[src/rtl/ost_pkg.sv]
package ost_pkg;
  typedef enum logic [1:0] {
    SEL_CTRL = 2'd0,
    SEL_MASK = 2'd1,
    SEL_STAT = 2'd2,
    SEL_LEFT = 2'd3
  } ost_sel_e;

  localparam int CTRL_EN_BIT  = 0;
  localparam int CTRL_BYP_BIT = 1;
  localparam int CTRL_CNT_LSB = 8;
  localparam int STAT_OK_BIT  = 0;
  localparam int STAT_RUN_BIT = 1;
endpackage

[src/rtl/ost_prescaler.sv]
module ost_prescaler #(
  parameter int DIV_LOG2 = 3
) (
  input  logic clk,
  input  logic rst_n,
  input  logic restart,
  input  logic run,
  output logic tick
);
  localparam logic [DIV_LOG2-1:0] LAST = {DIV_LOG2{1'b1}};

  logic [DIV_LOG2-1:0] phase_q;

  always_ff @(posedge clk or negedge rst_n) begin
    if (!rst_n)                phase_q <= '0;
    else if (restart || !run)  phase_q <= '0;
    else                       phase_q <= phase_q + 1'b1;
  end

  assign tick = run && !restart && (phase_q == LAST);
endmodule

[src/rtl/ost_countdown.sv]
module ost_countdown #(
  parameter int CNT_W = 8
) (
  input  logic             clk,
  input  logic             rst_n,
  input  logic             load,
  input  logic [CNT_W-1:0] load_val,
  input  logic             halt,
  input  logic             tick,
  output logic [CNT_W-1:0] remaining,
  output logic             counting,
  output logic             stable,
  output logic             expire
);
  function automatic logic [CNT_W-1:0] step_down(input logic [CNT_W-1:0] v);
    return (v == '0) ? '0 : v - 1'b1;
  endfunction

  logic [CNT_W-1:0] rem_q;
  logic             run_q, ok_q;

  assign expire = tick && run_q && (rem_q == '0) && !load && !halt;

  always_ff @(posedge clk or negedge rst_n) begin
    if (!rst_n) begin
      rem_q <= '0;
      run_q <= 1'b0;
      ok_q  <= 1'b0;
    end else if (load) begin
      rem_q <= load_val;
      run_q <= 1'b1;
      ok_q  <= 1'b0;
    end else if (halt) begin
      rem_q <= '0;
      run_q <= 1'b0;
      ok_q  <= 1'b0;
    end else if (expire) begin
      run_q <= 1'b0;
      ok_q  <= 1'b1;
    end else if (tick && run_q) begin
      rem_q <= step_down(rem_q);
    end
  end

  assign remaining = rem_q;
  assign counting  = run_q;
  assign stable    = ok_q;
endmodule

[src/rtl/ost_regs.sv]
module ost_regs
  import ost_pkg::*;
#(
  parameter int DATA_W = 16,
  parameter int CNT_W  = 8
) (
  input  logic              clk,
  input  logic              rst_n,
  input  logic              wr_en,
  input  logic [1:0]        wr_addr,
  input  logic [DATA_W-1:0] wr_data,
  input  logic [1:0]        rd_addr,
  output logic [DATA_W-1:0] rd_data,
  input  logic              stable,
  input  logic              counting,
  input  logic [CNT_W-1:0]  remaining,
  output logic              en_q,
  output logic              byp_q,
  output logic              mask_q,
  output logic [CNT_W-1:0]  cnt_q,
  output logic              load,
  output logic              halt
);
  logic wr_ctrl, wr_mask;

  assign wr_ctrl = wr_en && (ost_sel_e'(wr_addr) == SEL_CTRL);
  assign wr_mask = wr_en && (ost_sel_e'(wr_addr) == SEL_MASK);
  assign load    = wr_ctrl &&  wr_data[CTRL_EN_BIT];
  assign halt    = wr_ctrl && !wr_data[CTRL_EN_BIT];

  always_ff @(posedge clk or negedge rst_n) begin
    if (!rst_n) begin
      en_q   <= 1'b0;
      byp_q  <= 1'b0;
      cnt_q  <= '0;
      mask_q <= 1'b0;
    end else begin
      if (wr_ctrl) begin
        en_q  <= wr_data[CTRL_EN_BIT];
        byp_q <= wr_data[CTRL_BYP_BIT];
        cnt_q <= wr_data[CTRL_CNT_LSB +: CNT_W];
      end
      if (wr_mask) mask_q <= wr_data[0];
    end
  end

  always_comb begin
    rd_data = '0;
    unique case (ost_sel_e'(rd_addr))
      SEL_CTRL: begin
        rd_data[CTRL_EN_BIT]             = en_q;
        rd_data[CTRL_BYP_BIT]            = byp_q;
        rd_data[CTRL_CNT_LSB +: CNT_W]   = cnt_q;
      end
      SEL_MASK: rd_data[0] = mask_q;
      SEL_STAT: begin
        rd_data[STAT_OK_BIT]  = stable;
        rd_data[STAT_RUN_BIT] = counting;
      end
      SEL_LEFT: rd_data[CNT_W-1:0] = remaining;
      default:  rd_data = '0;
    endcase
  end
endmodule

[src/rtl/osc_startup_timer.sv]
module osc_startup_timer #(
  parameter int DATA_W   = 16,
  parameter int CNT_W    = 8,
  parameter int DIV_LOG2 = 3
) (
  input  logic              clk,
  input  logic              rst_n,
  input  logic              wr_en,
  input  logic [1:0]        wr_addr,
  input  logic [DATA_W-1:0] wr_data,
  input  logic [1:0]        rd_addr,
  output logic [DATA_W-1:0] rd_data,
  output logic              osc_en_o,
  output logic              bypass_o,
  output logic              stable_o,
  output logic              irq_o
);
  logic             tick_w, load_w, halt_w, expire_w;
  logic             counting_w, stable_w;
  logic             en_w, byp_w, mask_w;
  logic [CNT_W-1:0] remaining_w, cnt_w;

  ost_regs #(.DATA_W(DATA_W), .CNT_W(CNT_W)) u_regs (
    .clk(clk), .rst_n(rst_n), .wr_en(wr_en), .wr_addr(wr_addr),
    .wr_data(wr_data), .rd_addr(rd_addr), .rd_data(rd_data),
    .stable(stable_w), .counting(counting_w), .remaining(remaining_w),
    .en_q(en_w), .byp_q(byp_w), .mask_q(mask_w), .cnt_q(cnt_w),
    .load(load_w), .halt(halt_w)
  );

  ost_prescaler #(.DIV_LOG2(DIV_LOG2)) u_presc (
    .clk(clk), .rst_n(rst_n), .restart(load_w), .run(counting_w),
    .tick(tick_w)
  );

  ost_countdown #(.CNT_W(CNT_W)) u_count (
    .clk(clk), .rst_n(rst_n), .load(load_w),
    .load_val(wr_data[ost_pkg::CTRL_CNT_LSB +: CNT_W]), .halt(halt_w),
    .tick(tick_w), .remaining(remaining_w), .counting(counting_w),
    .stable(stable_w), .expire(expire_w)
  );

  assign osc_en_o = en_w && !byp_w;
  assign bypass_o = byp_w;
  assign stable_o = stable_w;
  assign irq_o    = stable_w && mask_w;
endmodule

[config.mk]
export PLATFORM = sky130hd
export DESIGN_NAME = osc_startup_timer
export DESIGN_NICKNAME = d
export VERILOG_FILES = /design/src/rtl/ost_pkg.sv /design/src/rtl/ost_prescaler.sv /design/src/rtl/ost_countdown.sv /design/src/rtl/ost_regs.sv /design/src/rtl/osc_startup_timer.sv
export SDC_FILE = /design/constraint.sdc
export NUM_CORES = 1
export LEC_CHECK = 0
export ABC_AREA = 1
export BUFFER_PORTS_ARGS = -buffer_cell sky130_fd_sc_hd__buf_4
export CAP_MARGIN = 20
export CORE_UTILIZATION = 38
export CTS_BUF_LIST = sky130_fd_sc_hd__clkbuf_4
export DETAILED_ROUTE_END_ITERATION = 10
export GPL_ROUTABILITY_DRIVEN = 1
export GPL_TIMING_DRIVEN = 0
export HOLD_SLACK_MARGIN = 0.1
export PLACE_DENSITY_LB_ADDON = 0.25
export SYNTH_ARGS = -nofsm -noshare
export SYNTH_HDL_FRONTEND = slang
export SYNTH_HIERARCHICAL = 1
export SYNTH_SLANG_ARGS = --single-unit
[constraint.sdc]
create_clock -name clk -period 1.65 [get_ports clk]
set_input_delay 0.0825 -clock clk [delete_from_list [all_inputs] [get_ports clk]]
set_output_delay 0.0825 -clock clk [all_outputs]
set_load 0.03 [all_outputs]
==> flow_metrics.py <==
metrics = {
    "route": {
        "via_per_inst": 4.440,
        "drc": 0,
        "firstDrtPassIters": 4,
        "num_vias": 1443,
        "routed_wl_um": 3403,
        "antenna_left": 0,
        "wl_per_cell_um": 10.47,
        "drt_iter0_markers": 40,
    },
    "sta": {
        "slew_viol_final": 0,
        "relSlewSlack_pct": 79.05,
        "setup_viol": 0,
        "fin_crit_sh_pct": 96.87,
        "fmax_ghz": 0.6256,
        "rsz0062_at_grt": "no",
        "finalHoldViolCount": 0,
        "fin_skew_ns": 0.001846,
        "worst_slew_pin_slew_ns": 0.3143,
        "finalSetupTns_ns": 0,
        "period_needed_ns": 1.598,
        "hold_ws_ns": 0.1197,
    },
    "floorplan": {
        "rows": 22,
        "die_w_um": 64.62,
        "boundaryPins": 43,
        "die_h_um": 64.62,
        "die_area_mm2": 0.004176,
        "coreArea_mm2": 0.003716,
        "start_util_pct": 40.10,
    },
    "worst_setup_path": {
        "crit_path_start": "wr_addr[0]",
        "critPathArrivalTime_ns": 1.80,
        "crit_type": "in -> reg",
        "r2r_start": "u_presc/phase_q[0]$_DFF_PN0_",
        "r2r_cells": 12,
        "cp_max_fo": 10,
        "cp.required_ns": 1.85,
        "r2r_slack_ns": 0.15,
        "r2r-end": "u_count/remaining[5]$_DFFE_PN0P_",
        "end_kind": "register",
        "start_kind": "input pin",
        "endpoint": "u_regs/en_q$_DFFE_PN0P_",
    },
    "cts": {
        "h-tree-depth": 1,
        "clk_pin_slew_worst_paths_ns": 0.13,
        "cts_buffers": 3,
        "clock-root-buffer": "clkbuf_4",
        "cts_max_path_buffers": 2,
        "clock-sinks": 24,
        "cts_tree": "built",
        "clk_latency_ns": 0.30,
    },
    "synth": {
        "syn-cell-area_mm2": 0.001490,
        "synthesis.nets": 241,
        "synth.avg_cell_area_um2": 6.963,
        "yosysWarnings": 6,
        "syn_inst": 214,
    },
    "pwr": {
        "max-vdd-ir-drop_v": 0.0005690,
        "leakage_nw": 1.103,
        "powerDensity_mw_per_mm2": 1017,
    },
    "grt": {
        "grt.total_usage_pct": 17.90,
        "antenna_found_initial": 0,
        "gr-total-overflow": 0,
        "grt_max_degree": 25,
        "grt_pass1_vias": 1321,
        "grt_pass1_wl_um": 5775,
    },
    "finish": {
        "post-route-util_pct": 56.09,
        "syn_to_final_growth_pct": 39.88,
        "multi_input_area_um2": 719.4,
        "diodes": 0,
        "register_area_um2": 600.6,
        "drive_gt1_share_pct": 20.22,
        "fillers": 382,
        "nets": 306,
    },
    "min_path": {
        "hp-class": "in -> reg",
    },
    "run_status": {
        "outcome": "finished, final reports clean",
    },
    "placement": {
        "hpwl_um": 2399,
        "gp_congestion": 0.7825,
        "numPortBuffers": 36,
    },
    "job": {
        "cap_violations": 0,
    },
}
## metrics by stage
| stage | instance area (um2) | power (mW) | cells | worst slack (ns) |
|---|---|---|---|---|
| final | 2085 | 2.120 | 325 | 0.05158 |
| after global routing | 2085 | 2.327 | 325 | 0.006676 |
| after CTS | 2073 | 2.138 | 324 | 0.08840 |
| after detailed placement | 1821 | 1.836 | 298 | -0.08247 |
| after global placement | 1821 | 1.824 | 298 | -0.05483 |
| after floorplan | 1490 | 1.572 | 214 | 0.2679 |
## how the worst min path moves through the flow
stage / cells past startpoint / endpoint / start
after floorplan: 0 / u_count/counting$_DFFE_PN0P_ / rst_n
after global placement: 1 / u_presc/phase_q[2]$_DFF_PN0_ / rst_n
after detailed placement: 1 / u_presc/phase_q[2]$_DFF_PN0_ / rst_n
after CTS: 3 / u_regs/mask_q$_DFFE_PN0P_ / wr_data[0]
after global routing: 3 / u_regs/mask_q$_DFFE_PN0P_ / wr_data[0]
final: 3 / u_regs/mask_q$_DFFE_PN0P_ / wr_data[0]
## where the power goes
group | switching (mW) | internal (mW) | total [mW]
registers | 0.167 | 0.734 | 0.901
clock network | 0.167 | 0.0852 | 0.252
logic | 0.555 | 0.412 | 0.967
total | 0.889 | 1.23 | 2.12
## per-layer routing
layer | GRT usage, % | part of all wire (%) | vias to the layer above
met4 | 5.556 | 1.1 | 0
met5 | 0 | 0 | -
li1 | - | - | 782
met1 | 22.09 | 47 | 632
met3 | 2.289 | 2.7 | 4
met2 | 32.11 | 49 | 25
## registers in the layout, summed over array words and instances (netlist names)
signal and flops:
u_count/stable 1, u_regs/en_q 1, u_regs/cnt_q 8, u_count/remaining 8, u_regs/byp_q 1, u_regs/mask_q 1, u_presc/phase_q 3, u_count/counting 1
## worst max-delay path, cell delays in order
cell and delay [ns]:
buf_4 0.12, nor2_4 0.23, nand2_4 0.07, dlygate4sd3_1 0.60, nand2_1 0.08, o21ai_0 0.06, dlygate4sd3_1 0.55
## cell type report
cell class / instances / area share, %
Buffer: 4 / 1.681
Multi-Input combinational cell: 149 / 34.51
Tap cell: 48 / 2.881
Inverter: 37 / 6.663
Timing Repair Buffer: 60 / 24.37
Clock buffer: 3 / 1.080
Sequential cell: 24 / 28.81
## what timing repair did
action | 4_1_cts | 5_1_grt
buffers inserted | 0 | 1
resized for setup | 0 | 1
setup endpoints to repair | 0 | 2
hold endpoints to repair | 40 | 0
hold buffers | 23 | 0
## cells in the final DEF (no fill, tap or decap), drive strengths merged
cell          n
nand2        66
buf          41
nor2         38
inv          37
dfrtp        24
dlygate4sd3  23
nand3        20
o21ai        10
ha            4
clkbuf        3
o21bai        3
nand4         3
a21oi         2
xor2          1
xnor2         1
nand3b        1
(Power assumes the default switching activity.)
